File: config.mk
export PLATFORM = sky130hd
export DESIGN_NAME = fts_ram
export DESIGN_NICKNAME = d
export VERILOG_FILES = /design/src/rtl/fts_ram_pkg.sv /design/src/rtl/fts_ram_ctl.sv /design/src/rtl/fts_ram_array.sv /design/src/rtl/fts_ram_obuf.sv /design/src/rtl/fts_ram.sv
export SDC_FILE = /design/constraint.sdc
export NUM_CORES = 2
export LEC_CHECK = 0
export BUFFER_PORTS_ARGS = -buffer_cell sky130_fd_sc_hd__clkbuf_2
export CORE_MARGIN = 1
export CORE_UTILIZATION = 55
export DETAILED_ROUTE_END_ITERATION = 6
export PLACE_DENSITY_LB_ADDON = 0.1
export SETUP_SLACK_MARGIN = 0.5
export SYNTH_ARGS = -nofsm -noshare
export SYNTH_HDL_FRONTEND = slang
export SYNTH_HIERARCHICAL = 1
export SYNTH_SLANG_ARGS = --single-unit
File: constraint.sdc
create_clock -name clk -period 3 [get_ports clk]
set_input_delay 0.15 -clock clk [delete_from_list [all_inputs] [get_ports clk]]
set_output_delay 0.15 -clock clk [all_outputs]
set_load 0.01 [all_outputs]
File: src/rtl/fts_ram_pkg.sv
package fts_ram_pkg;
  typedef enum logic [1:0] {OP_IDLE, OP_READ, OP_WRITE} op_e;

  function automatic int lanes_for(input int width);
    return (width == 18) ? 2 : 4;
  endfunction
endpackage

File: src/rtl/fts_ram_ctl.sv
module fts_ram_ctl
  import fts_ram_pkg::*;
#(
  parameter int WORD_W = 36,
  parameter int ADDR_W = 6,
  parameter int LANES  = 4
) (
  input  logic              clk,
  input  logic              rst_n,
  input  logic [ADDR_W-1:0] addr,
  input  logic [WORD_W-1:0] wr_data,
  input  logic              ce_n,
  input  logic              ce2,
  input  logic              ce2_n,
  input  logic              gw_n,
  input  logic              bwe_n,
  input  logic [LANES-1:0]  bw_n,
  input  logic              sleep,
  output logic [ADDR_W-1:0] addr_q,
  output logic [WORD_W-1:0] wdata_q,
  output logic [LANES-1:0]  lane_we,
  output op_e               op_q
);
  logic             chosen;
  logic [LANES-1:0] mask_d;
  logic [LANES-1:0] mask_q;
  op_e              op_d;

  // Selection and lane decode from the raw pins.
  always_comb begin
    chosen = !ce_n && ce2 && !ce2_n && !sleep;
    if (!gw_n)       mask_d = '1;
    else if (!bwe_n) mask_d = ~bw_n;
    else             mask_d = '0;
    if (!chosen)        op_d = OP_IDLE;
    else if (|mask_d)   op_d = OP_WRITE;
    else                op_d = OP_READ;
  end

  always_ff @(posedge clk or negedge rst_n) begin
    if (!rst_n) begin
      op_q   <= OP_IDLE;
      mask_q <= '0;
    end else begin
      op_q   <= op_d;
      mask_q <= chosen ? mask_d : '0;
    end
  end

  always_ff @(posedge clk) begin
    addr_q  <= addr;
    wdata_q <= wr_data;
  end

  assign lane_we = (op_q == OP_WRITE) ? mask_q : '0;
endmodule

File: src/rtl/fts_ram_array.sv
module fts_ram_array #(
  parameter int LANES  = 4,
  parameter int LANE_W = 9,
  parameter int ADDR_W = 6,
  localparam int DEPTH  = 1 << ADDR_W,
  localparam int WORD_W = LANES * LANE_W
) (
  input  logic              clk,
  input  logic [ADDR_W-1:0] addr,
  input  logic [WORD_W-1:0] wdata,
  input  logic [LANES-1:0]  lane_we,
  output logic [WORD_W-1:0] rword
);
  for (genvar g = 0; g < LANES; g++) begin : g_lane
    logic [LANE_W-1:0] cells [DEPTH];

    always_ff @(posedge clk) begin
      if (lane_we[g]) cells[addr] <= wdata[g*LANE_W +: LANE_W];
    end

    assign rword[g*LANE_W +: LANE_W] = cells[addr];
  end
endmodule

File: src/rtl/fts_ram_obuf.sv
module fts_ram_obuf
  import fts_ram_pkg::*;
#(
  parameter int WORD_W = 36
) (
  input  op_e               op_q,
  input  logic              oe_n,
  input  logic [WORD_W-1:0] rword,
  output logic              rd_drive,
  output logic [WORD_W-1:0] rd_data
);
  always_comb begin
    rd_drive = (op_q == OP_READ) && !oe_n;
    rd_data  = rd_drive ? rword : '0;
  end
endmodule

File: src/rtl/fts_ram.sv
module fts_ram
  import fts_ram_pkg::*;
#(
  parameter int WORD_W = 36,
  parameter int ADDR_W = 6,
  localparam int LANES  = lanes_for(WORD_W),
  localparam int LANE_W = WORD_W / LANES
) (
  input  logic              clk,
  input  logic              rst_n,
  input  logic [ADDR_W-1:0] addr,
  input  logic [WORD_W-1:0] wr_data,
  input  logic              ce_n,
  input  logic              ce2,
  input  logic              ce2_n,
  input  logic              gw_n,
  input  logic              bwe_n,
  input  logic [LANES-1:0]  bw_n,
  input  logic              oe_n,
  input  logic              sleep,
  output logic [WORD_W-1:0] rd_data,
  output logic              rd_drive
);
  logic [ADDR_W-1:0] addr_q;
  logic [WORD_W-1:0] wdata_q;
  logic [LANES-1:0]  lane_we;
  logic [WORD_W-1:0] rword;
  op_e               op_q;

  fts_ram_ctl #(.WORD_W(WORD_W), .ADDR_W(ADDR_W), .LANES(LANES)) u_ctl (
    .clk(clk), .rst_n(rst_n), .addr(addr), .wr_data(wr_data),
    .ce_n(ce_n), .ce2(ce2), .ce2_n(ce2_n), .gw_n(gw_n), .bwe_n(bwe_n),
    .bw_n(bw_n), .sleep(sleep), .addr_q(addr_q), .wdata_q(wdata_q),
    .lane_we(lane_we), .op_q(op_q)
  );

  fts_ram_array #(.LANES(LANES), .LANE_W(LANE_W), .ADDR_W(ADDR_W)) u_array (
    .clk(clk), .addr(addr_q), .wdata(wdata_q), .lane_we(lane_we), .rword(rword)
  );

  fts_ram_obuf #(.WORD_W(WORD_W)) u_obuf (
    .op_q(op_q), .oe_n(oe_n), .rword(rword), .rd_drive(rd_drive), .rd_data(rd_data)
  );
endmodule

Word-level counts from Yosys, hierarchy flattened:

Memory sizes are Yosys's and may differ from the RTL's. A register that Yosys moved wholly into a read port is not among the register bits.
Index checks and enable logic that the tools add are counted.

* output and inout bits: 37
* memories: 4
* RAM bits: 2304
* input port bits: 55
* register bits: 48

* multiplexer cells: 15
* equal/unequal tests: 2
* bitwise gates (word level): 1
* reduce and logical (&&, ||, !) cells: 9

Memory list
* u_array.g_lane[0].cells: words 64, width 9, read ports 1, clocked after memory_dff 1, wr ports 1, line fts_ram_array.sv:15 `logic [LANE_W-1:0] cells [DEPTH];`
* u_array.g_lane[1].cells: words 64, width 9, read ports 1, clocked after memory_dff 1, wr ports 1, line fts_ram_array.sv:15
* u_array.g_lane[2].cells: words 64, width 9, read ports 1, clocked after memory_dff 1, wr ports 1, line fts_ram_array.sv:15
* u_array.g_lane[3].cells: words 64, width 9, read ports 1, clocked after memory_dff 1, wr ports 1, line fts_ram_array.sv:15

Operators with widths (number)
* $mux 36: 1
* $mux 4: 4
* $mux 1: 8
* $logic_and 1x1->1: 4
* $logic_not 1->1: 4
* $mux 2: 2
* $not 4->4: 1
* $reduce_or 4->1: 1
* $eq 2x1->1 const B: 1
* $eq 2x2->1 const B: 1

Logic depth before layout (Yosys ltp):

* depth in word-level cells: 6
* gate-level depth with buffers: 12
* depth with buffers taken out: 7

Cells and area by module:

Netlist, hierarchy kept.

By module, submodules not included
* fts_ram_array: times used 1, cells each 5023, area each 87589.0 sq um
* fts_ram_ctl: times used 1, cells each 65, area each 1123.6 sq um
* fts_ram_obuf: times used 1, cells each 46, area each 464.2 sq um

Worst setup path after synthesis:

Ideal clock, no wire load.

* kind: register -> register
* from: register u_ctl.addr_q[1]
* to: memory u_array.g_lane[0].cells[10][0] (enable)
* stages on the path, launching flop included: 10
* setup time: 374 ps
* slack: 465 ps
* data required time: 2626 ps
* clock period less this slack: 2535 ps
* data arrival time: 2161 ps
* cell sequence: dfxtp_1 -> buf_6 -> nor2b_1 -> buf_2 -> buf_2 -> buf_2 -> buf_1 -> nand2_1 -> clkbuf_1 -> nor2_1

RTL lines
* from (decl): line fts_ram_ctl.sv:19 `output logic [ADDR_W-1:0] addr_q,`
* from (signal assigned): line fts_ram_ctl.sv:51 `addr_q <= addr;`
* to (decl): line fts_ram_array.sv:15

No word-level cell before the write port.

==> run summary <==
status: finished with violations
failing checks: negative setup slack
Slew @ Worst Pin: 1.32 ns
Post-synth top flop: edfxtp_1
first-pass GRT wire length: 393000 um
Ys Warns: 6
Synth Cell Area: 0.0892 mm^2
CP endpoint kind: output port
clk_lat worst skew: 0.89 ns
Die X: 405 um
pwr dens: 615 mW/mm^2
crit path DAT: 3.96 ns
clk sinks: 2352
sum of negative setup slack: -34.42 ns
row cnt: 147
sequential area share after synthesis: 78.7%
Fillers: 10200
vias: 56900
Syn Area/Cell: 17.4 um^2
syn_nets: 5189
crit-path max cell delay: 0.53 ns
clock-pin slew on the worst setup and hold paths: 0.06 ns
crit-path cells: buf_8 > nor2b_4 > buf_12 > buf_8 > a221oi_2 > nor2_1 > o21ai_2 > buf_4 > nand4_1 > or3_4 > nor4bb_1 > buf_4 > clkbuf_2
crit path max fanout: 18
Slew HR: 12.0%
Hold Path Class: in2reg
final setup fails: 36
Post-synth EDFFs: 2304
Clock Tree Buf Depth: 3
Total GRT Usage: 33.8%
die area: 0.164 mm^2
vias in the first global route: 54600
commonest cells after routing, fill and taps aside: edfxtp_1, buf_4, nor2_1
Clock H-tree levels: 4
Max Cap Viol: 0
Area growth syn-to-layout: 26.8%
Worst setup SP type: register
# DRC: 0
PortBufs: 91
CTS tree: built
router iterations before antenna repair: 7
post-synthesis cell type count: 65
CTS Buf Count: 229
top layer in use: met5
routability congestion estimate: 0.902
FMAX: 243 MHz
wire length on met1: 112000 um
via/cell ratio: 6.63
total gr overflow: 0
core area: 0.161 mm^2
commonest non-fill, non-tap cell in the layout: edfxtp_1
Initial Util: 55.5%
Worst EP required: 2.85 ns
largest net degree at the start of global routing: 65
layout cell share with drive strength beyond 1: 33.8%
post-DP HPWL: 179000 um
Worst Path Buf+Inv: 6
Slew Viols, Final: 0
minimum clock period after layout: 4.11 ns
pre-CTS setup slack: -0.838 ns
unrepaired setup endpoints after global routing: true
setup ws final: -1.11 ns
Initial DRC Count: 7998
wire length on met2: 131000 um
Wirelength per Cell: 33.3 um
Inst Count DP: 7915
Routed Antenna Nets: 0
nets: 6280
Peak supply drop: 0.674 mV
slowest CP cell: or3_4
Die Ht: 405 um
Final Cycle Share: 137%
skew final: 0.0491 ns
Syn Inst Count: 5134
asr flop ratio synth: 0.255%
Final Hold Viols: 0
initial antenna violation count: 14
Detailed Route WL: 286000 um
kind of critical path: reg2out
Met3 Wirelength: 31400 um
delay-heaviest family, CP: simple AND/OR/NAND/NOR gates
Final Instance Count excl. Fillers: 8581
CTS root buffer: clkbuf_16
I/O pins: 92
FF+latch count, synth: 2352
leakage: 37.8 nW
==> through the flow <==
stage          power (mW)  hold WS, ns  utilization (%)  instance area (um^2)
2_1_floorplan        38.7       -0.146                -                 89200
3_3_place_gp         41.0      -0.0211             61.6                 99100
3_5_place_dp         41.0      -0.0188             61.6                 99100
4_1_cts              69.2     0.000623             68.2                110000
5_1_grt              71.0      0.00700             70.4                113000
6_report             69.6       0.0269             70.4                113000
==> state kept, by name, indices dropped and copies added, names as in the netlist <==
name                  flops
u_ctl/op_q                2
u_ctl/addr_q              6
u_ctl/mask_q              4
u_array/g_lane.cells   2304
u_ctl/wdata_q            36
==> routing by layer <==
metal	global-route usage [%]	vias to the layer above
met3	6.27	540
li1	-	23500
met4	12.6	12
met2	51.5	3565
met5	0	-
met1	48.9	29200
==> worst paths after layout <==
check | start | end | slack [ns] | cells after the start
setup / recovery | u_ctl/addr_q[1]$_DFF_P_ | rd_data[31] | -1.11 | 13
hold / removal | addr[4] | u_ctl/addr_q[4]$_DFF_P_ | 0.03 | 2
setup reg to reg | u_ctl/addr_q[0]$_DFF_P_ | u_array/g_lane[0].cells[20][5]$_DFFE_PP_ | 0.38 | 10
hold reg to reg | u_ctl/wdata_q[15]$_DFF_P_ | u_array/g_lane[1].cells[7][6]$_DFFE_PP_ | 0.59 | 0
max in group asynchronous | rst_n | u_ctl/mask_q[1]$_DFF_PN0_ | 2.55 | 3
min in group asynchronous | rst_n | u_ctl/mask_q[0]$_DFF_PN0_ | 0.22 | 3
==> where the power goes <==
group          internal, mW  switching (mW)  total [mW]
Sequential             36.1           0.268        36.3
Clock                  15.9            12.3        28.2
Combinational          2.04            3.03        5.06
==> layout make-up <==
cell class	instances	area, um^2	area share [%]
clock buffers	294	6040	5.34
inverters	3	21.3	0.0188
diodes	1	2.50	0.00221
multi-input cells	2381	20500	18.1
well taps	2160	2700	2.39
flip-flops and latches	2352	70200	62.1
clock inverters	132	1270	1.13
repair buffers	1258	12300	10.9
==> timing repair <==
item | 4_1_cts | 5_1_grt
hold buffers | 84 | 0
cloned | 11 | 21
pin swaps | 83 | 152
hold endpoints to repair | 54 | 0
buffers inserted | 33 | 90
endpoints found under the setup margin | 1750 | 1892
gates resized for setup | 410 | 446
==> logic make-up (layout without fill, tap and decap cells) <==
kind of cell	Yosys count	in the layout	synth area share (%)
AOI/OAI and AO/OA	1275	1275	11.0
other	0	1	0
buffers and inverters	404	1687	2.05
muxes	264	264	4.01
and+or+nand+nor	839	842	4.27
DFF	2352	2352	78.7
==> cells in the mapped netlist (3+ instances only) <==
| master | count | area, um^2 |
|---|---|---|
| o32ai_1 | 7 | 61.3 |
| buf_6 | 14 | 158 |
| a22oi_1 | 178 | 1340 |
| a221o_1 | 18 | 180 |
| nor4_1 | 31 | 194 |
| buf_1 | 47 | 176 |
| o22ai_1 | 108 | 676 |
| mux2i_1 | 130 | 1300 |
| nor4bb_1 | 26 | 260 |
| nor2b_1 | 8 | 50.1 |
| or3_1 | 17 | 106 |
| a21oi_1 | 83 | 415 |
| or2_2 | 5 | 31.3 |
| nor4bb_2 | 3 | 48.8 |
| buf_2 | 119 | 596 |
| mux4_2 | 68 | 1530 |
| buf_4 | 15 | 113 |
| inv_1 | 3 | 11.3 |
| nand3_1 | 19 | 95.1 |
| nand2b_1 | 5 | 31.3 |
| o21ai_1 | 5 | 25.0 |
| a31oi_1 | 17 | 106 |
| edfxtp_1 | 2304 | 69200 |
| and3_1 | 3 | 18.8 |
| o21ai_0 | 140 | 701 |
| o2111ai_1 | 3 | 26.3 |
| a32oi_1 | 3 | 26.3 |
| mux2_2 | 66 | 743 |
| a221oi_1 | 632 | 5540 |
| dfxtp_1 | 42 | 841 |
| o21a_1 | 14 | 105 |
| and4bb_2 | 7 | 87.6 |
| and2_2 | 4 | 30.0 |
| nor2_1 | 535 | 2010 |
| o22a_1 | 4 | 35.0 |
| nand2_1 | 99 | 372 |
| dfrtp_1 | 6 | 150 |
| o221ai_1 | 7 | 61.3 |
| nand4_1 | 19 | 119 |
| a22o_1 | 40 | 350 |
| clkbuf_1 | 206 | 773 |
| nor3_1 | 38 | 190 |
| and2_1 | 6 | 37.5 |
Note: power is estimated with default switching activity, not from simulation.
